File: src/rtl/uart_rx_idle_timer.sv
module uart_rx_idle_timer #(
  parameter int SYM_BITS = 11,
  parameter int THR_W    = 7,
  parameter int THR_MAX  = 126
) (
  input  logic             clk,
  input  logic             rst_n,
  input  logic             bit_tick,
  input  logic             byte_rx,
  input  logic             fifo_nonempty,
  input  logic [THR_W-1:0] thresh,
  input  logic             irq_clear,
  output logic             timeout_irq
);

  localparam int BW = $clog2(SYM_BITS);
  localparam logic [BW-1:0]    BIT_LAST = BW'(SYM_BITS - 1);
  localparam logic [THR_W-1:0] SYM_SAT  = {THR_W{1'b1}};
  localparam logic [THR_W-1:0] THR_CAP  = THR_W'(THR_MAX);

  logic [BW-1:0]    bit_cnt;
  logic [THR_W-1:0] sym_cnt;
  logic [THR_W-1:0] thr_eff;
  logic             armed;
  logic             fire;
  logic             sym_done;

  assign thr_eff  = (thresh > THR_CAP) ? THR_CAP : thresh;
  assign sym_done = bit_tick && (bit_cnt == BIT_LAST);
  assign fire     = armed && fifo_nonempty && !byte_rx &&
                    (thr_eff != '0) && (sym_cnt >= thr_eff);

  always_ff @(posedge clk or negedge rst_n) begin
    if (!rst_n) begin
      bit_cnt <= '0;
      sym_cnt <= '0;
    end else if (byte_rx || !fifo_nonempty) begin
      bit_cnt <= '0;
      sym_cnt <= '0;
    end else if (bit_tick) begin
      bit_cnt <= sym_done ? '0 : bit_cnt + 1'b1;
      if (sym_done && sym_cnt != SYM_SAT)
        sym_cnt <= sym_cnt + 1'b1;
    end
  end

  always_ff @(posedge clk or negedge rst_n) begin
    if (!rst_n)       armed <= 1'b0;
    else if (byte_rx) armed <= 1'b1;
    else if (fire)    armed <= 1'b0;
  end

  always_ff @(posedge clk or negedge rst_n) begin
    if (!rst_n) timeout_irq <= 1'b0;
    else        timeout_irq <= fire || (timeout_irq && !irq_clear);
  end

  always_comb begin
    AST_BIT_RANGE: assert (!rst_n || bit_cnt < SYM_BITS);
  end

  AST_BYTE_NO_SET: assert property (@(posedge clk) disable iff (!rst_n)
    (byte_rx && !timeout_irq) |=> !timeout_irq);

  AST_EMPTY_NO_SET: assert property (@(posedge clk) disable iff (!rst_n)
    (!fifo_nonempty && !timeout_irq) |=> !timeout_irq);

  AST_ZERO_THR_QUIET: assert property (@(posedge clk) disable iff (!rst_n)
    (thresh == '0 && !timeout_irq) |=> !timeout_irq);

  AST_STICKY: assert property (@(posedge clk) disable iff (!rst_n)
    (timeout_irq && !irq_clear) |=> timeout_irq);

  AST_NO_REFIRE: assert property (@(posedge clk) disable iff (!rst_n)
    (!armed && !byte_rx && !timeout_irq) |=> !timeout_irq);

endmodule

File: config.mk
export PLATFORM = sky130hd
export DESIGN_NAME = uart_rx_idle_timer
export DESIGN_NICKNAME = d
export VERILOG_FILES = /design/src/rtl/uart_rx_idle_timer.sv
export SDC_FILE = /design/constraint.sdc
export NUM_CORES = 1
export LEC_CHECK = 0
export ABC_AREA = 1
export BUFFER_PORTS_ARGS = -buffer_cell sky130_fd_sc_hd__buf_4
export CORE_MARGIN = 2
export CORE_UTILIZATION = 55
export DETAILED_ROUTE_END_ITERATION = 16
export PLACE_DENSITY_LB_ADDON = 0.3
export SETUP_SLACK_MARGIN = 0.5
export SLEW_MARGIN = 20
export SYNTH_ARGS = -nofsm -noshare
export SYNTH_HDL_FRONTEND = slang
export SYNTH_SLANG_ARGS = --single-unit
File: constraint.sdc
create_clock -name clk -period 1.75 [get_ports clk]
set_input_delay 0.0875 -clock clk [delete_from_list [all_inputs] [get_ports clk]]
set_output_delay 0.0875 -clock clk [all_outputs]
set_load 0.02 [all_outputs]
== Word level (Yosys, flattened, before mapping) ==
Cells that the tools add are included.
Word-level totals
  memories kept: 0
  logic and storage cells: 36
  bits in read-only memories: 0
  register bits: 13
  latch bits: 0
  input port bits: 13
  bits in writable memories: 0
Cells by class
  divide/modulo/power cells: 0
  equal/unequal tests: 2
  shift operators: 0
  $lt $le $gt $ge: 2
  mux-type cells: 9
  bitwise logic cells: 0
  add/sub/neg operators: 2
  reductions and logical operators: 17
  multiply operators: 0
Operator list (count)
  7-bit 2-to-1 mux: 4
  4-bit 2-to-1 mux: 3
  7-bit by 1-bit adder with 7-bit output (second input constant): 1
  7-bit greater-or-equal comparator: 1
  7-bit greater-than comparator (second input constant): 1
  1-bit logical AND: 7
  7-bit != test (second input constant): 1
  7-bit nonzero test: 1
  2-bit nonzero test: 3
  4-bit by 1-bit adder with 4-bit output (second input constant): 1
  4-bit equality test (second input constant): 1
  1-bit logical NOT: 3
  1-bit logical OR: 2
  1-bit 2-to-1 mux: 2
  2-bit AND reduction: 1

== Depth between registers and ports, before layout ==
  depth after elaboration: 7
  mapped depth: 12
  mapped depth without buffers: 12

== Worst setup path before layout ==
Ideal clock, no wire load.
  path type: register to register
  from: reg sym_cnt[2]
  to: reg timeout_irq
  arrival time: 1139 ps
  period minus slack after synthesis: 1265 ps
  cell stages (with the launch flop): 8
  path slack: 485 ps
  required time: 1624 ps
  library setup time: 126 ps
  path buffers: 0
  cell sequence: dfrtp_1 -> ha_1 -> a21oi_1 -> nand2_1 -> nand2_1 -> nand3_1 -> nand2_1 -> o21ai_0
On the way
  longest elaborated chain between the ends: 3
RTL lines
  start: declaration: RTL line 22  | logic [THR_W-1:0] sym_cnt;
  start signal: assignment: RTL line 43  | sym_cnt <= sym_cnt + 1'b1;
  7-bit greater-or-equal comparator: RTL line 31  | (thr_eff != '0) && (sym_cnt >= thr_eff);
  1-bit logical AND: RTL line 31
  1-bit logical OR: RTL line 55  | else timeout_irq <= fire || (timeout_irq && !irq_clear);
  end signal: assignment: RTL line 55
  end: declaration: RTL line 13  | output logic timeout_irq
No other way between the ends.
A chain may end at the register's enable or synchronous reset.

== Final worst setup path ==
  from: reg sym_cnt[0]
  to: reg sym_cnt[5]
On the way
  longest elaborated chain between the ends: 4
  elaborated cells between the ends (all ways): 8
RTL lines
  7-bit by 1-bit adder with 7-bit output / 7-bit != test (equally long branches): RTL line 43, 42
  7-bit 2-to-1 mux / 1-bit logical AND (equally long branches): RTL line 42  | if (sym_done && sym_cnt != SYM_SAT)
  7-bit 2-to-1 mux / 2-bit nonzero test (equally long branches)
  7-bit 2-to-1 mux / 2-bit AND reduction (equally long branches)
Several ways; a longest one is shown, not always the timed one. The select of a mux whose other input is x is not followed.

==> results.md <==
* CTS tree: yes
* Clock sink count at 13
* Cell count after synthesis at 127
* Number of buffers created by CTS at 3
* Hold Violations, Final at 0
* Setup TNS at 0 ns
* Clock Latency Late Sink at 0.29 ns
* Placed Area at 1080 um2
* Layout cell share with drive strength beyond 1 at 37.9%
* CP Class: flop to flop
* Status: completed
* Combinational power share at 16.0%
* Peak supply drop at 359 uV
* RSZ-0062 raised after global routing: yes
* First-pass GRT wire length at 3760 um
* Post-synthesis sequential area ratio at 34.3%
* CP startpoint kind: flop
* Global-route usage over all layers at 26.3%
* Seq cells post-synth at 13
* R2R cell count at 7
* Final min period at 1.34 ns
* Tcrit/Tclk final at 76.7%
* Inst Count DP at 157
* Worst Tran Pin Value at 0.289 ns
* Vias per cell at 5.48
* Die X at 45.6 um
* Die ar. at 2080 um2
* IO Count at 14
* Final setup fails at 0
* Most frequent cells in the layout: 31 x nand2_1, 27 x buf_4, 18 x inv_1
* Initial antenna violation count at 0
* Area grow syn2layout at 44.5%
* Core ar. at 1670 um2
* Remaining global-route overflow at 0
* Max-capacitance violation count at 0
* Min-Delay Path Class: input pin to flop
* Maximum buffer depth of the clock tree at 2
* PD cells at 432 nW/um2
* DR vias at 975
* Number of port buffers at 13
* Post-synthesis instance area at 950 um2
* DR WL/cell at 14.3 um
* CP required at 1.92 ns
* Largest net degree at the start of global routing at 14
* Starting Density at 56.9%
* Final net count at 185
* Crit Path Max Fanout at 7
* Post-synthesis average cell area at 7.48 um2
* Number of non-filler instances in the completed layout at 178
* DRC viols at 0
* Pleak at 0.649 nW
* GPL Wtd Cong at 0.887
* Die Y at 45.6 um
* Syn Nets at 150
* Synth warnings at 0
* Clock Skew at 0.00972 ns
* Clock group share of total power at 32.9%
* Worst path arrival time at 1.52 ns
* Sequential fraction of design power at 51.1%
* Root Driver: clkbuf_4
* Max Slew Vio Count at 0
* Rel. slew slack at 80.5%
* Detailed Route WL at 2550 um
* Hold Crit Depth at 3
* Int Pwr at 0.435 mW
* Crit. End Element: flop
* DP Wirelength at 1560 um
* Sw Share at 26.7%
* H-tree Lvls at 1
* Final instance area at 1370 um2
* Hold_ws at 0.00607 ns
* Vias in the first global route at 879
* Antenna fix cells at 0
* Net Switching at 0.158 mW
* Clk slew on worst S/H paths at 0.09 ns
* Most common cell after layout, fill and taps aside: nand2_1
* Cell Rows at 15
* Cell variety after synth at 19
* Antenna viol nets, final at 0
* DRT iter0 DRCs at 16
* Max Fclk at 0.745 GHz
* TritonRoute pass-1 iters at 5
## through the flow
step	utilization [%]	worst slack, ns	total power, mW
floorplan	-	0.507	0.347
global placement	64.7	0.321	0.383
detailed placement	64.7	0.319	0.386
CTS	76.1	0.416	0.585
global route	82.2	0.348	0.626
finish	82.2	0.408	0.593
## flip-flops by register name (all words and copies together) (netlist names)
signal and flops:
armed 1, bit_cnt 4, sym_cnt 7, timeout_irq 1
## timing repair
item                                    CTS  global route
endpoints found under the hold margin    14             0
endpoints found under the setup margin    9             9
pin swaps                                13             5
buffers inserted                         14             1
hold buffers                              2             0
resized for setup                        10            16
## layer usage
layer	up-vias	part of all wire [%]	track usage, %	wire [um]
li1	483	-	-	-
met1	459	43	32.9	1090
met2	27	53	44.2	1340
met3	6	3.6	7.14	93
met4	0	0.98	7.06	25
met5	-	0	0	0
## cell families after synthesis
kind of cell               count (synthesis)  synth area share [%]
DFF                                       13                  34.3
AOI/OAI and AO/OA                         11                  6.19
and+or+nand+nor                           70                  36.2
buffers and inverters                     21                  8.30
adders and majority gates                 10                  13.2
xor gates and xnor gates                   2                  1.84
## power groups by stage
stage / Clock [mW] / Combinational (mW) / Sequential, mW
6_report: 0.195 / 0.0946 / 0.303
5_1_grt: 0.218 / 0.104 / 0.303
4_1_cts: 0.196 / 0.0857 / 0.303
3_5_place_dp: 0 / 0.0761 / 0.310
3_3_place_gp: 0 / 0.0735 / 0.310
2_1_floorplan: 0 / 0.0369 / 0.310
## critical path, cell delays in order, from the launching register on
cell     delay (ns)
dfrtp_2        0.46
ha_4           0.19
nand3_4        0.07
nor2_4         0.04
nor2_4         0.20
nor2_4         0.10
nand2_1        0.09
o21ai_1        0.07
## cell usage after synthesis
library cell / instances / area [um2]
nand3_1: 14 / 70.1
nor3_1: 2 / 10.0
nand3_2: 1 / 10.0
nor2_4: 3 / 33.8
o21ai_1: 4 / 20.0
nand4_4: 1 / 21.3
ha_1: 10 / 125
or2_2: 1 / 6.26
nor2_2: 2 / 12.5
nor2_1: 9 / 33.8
inv_1: 20 / 75.1
xor2_1: 2 / 17.5
dfrtp_1: 13 / 325
inv_2: 1 / 3.75
a41oi_1: 1 / 8.76
nand2_1: 34 / 128
o21ai_0: 3 / 15.0
nand4_1: 3 / 18.8
a21oi_1: 3 / 15.0
## path summary, 6_finish.rpt
check | endpoint | startpoint | slack [ns]
max reg2reg | sym_cnt[5]$_DFFE_PN0P_ | sym_cnt[0]$_DFFE_PN0P_ | 0.41
max | sym_cnt[5]$_DFFE_PN0P_ | sym_cnt[0]$_DFFE_PN0P_ | 0.41
max in group asynchronous | sym_cnt[1]$_DFFE_PN0P_ | rst_n | 1.38
min reg2reg | armed$_DFFE_PN0P_ | armed$_DFFE_PN0P_ | 0.48
min | armed$_DFFE_PN0P_ | byte_rx | 0.006
min in group asynchronous | sym_cnt[3]$_DFFE_PN0P_ | rst_n | 0.17
## cell type report
cell class | instances | area (um2)
Multi-Input combinational cell | 93 | 681
Tap cell | 17 | 21.3
Fill cell | 105 | 298
Sequential cell | 13 | 332
Inverter | 21 | 78.8
Timing Repair Buffer | 30 | 234
Clock buffer | 4 | 26.3
No activity file was read; power rests on OpenSTA's default activity.
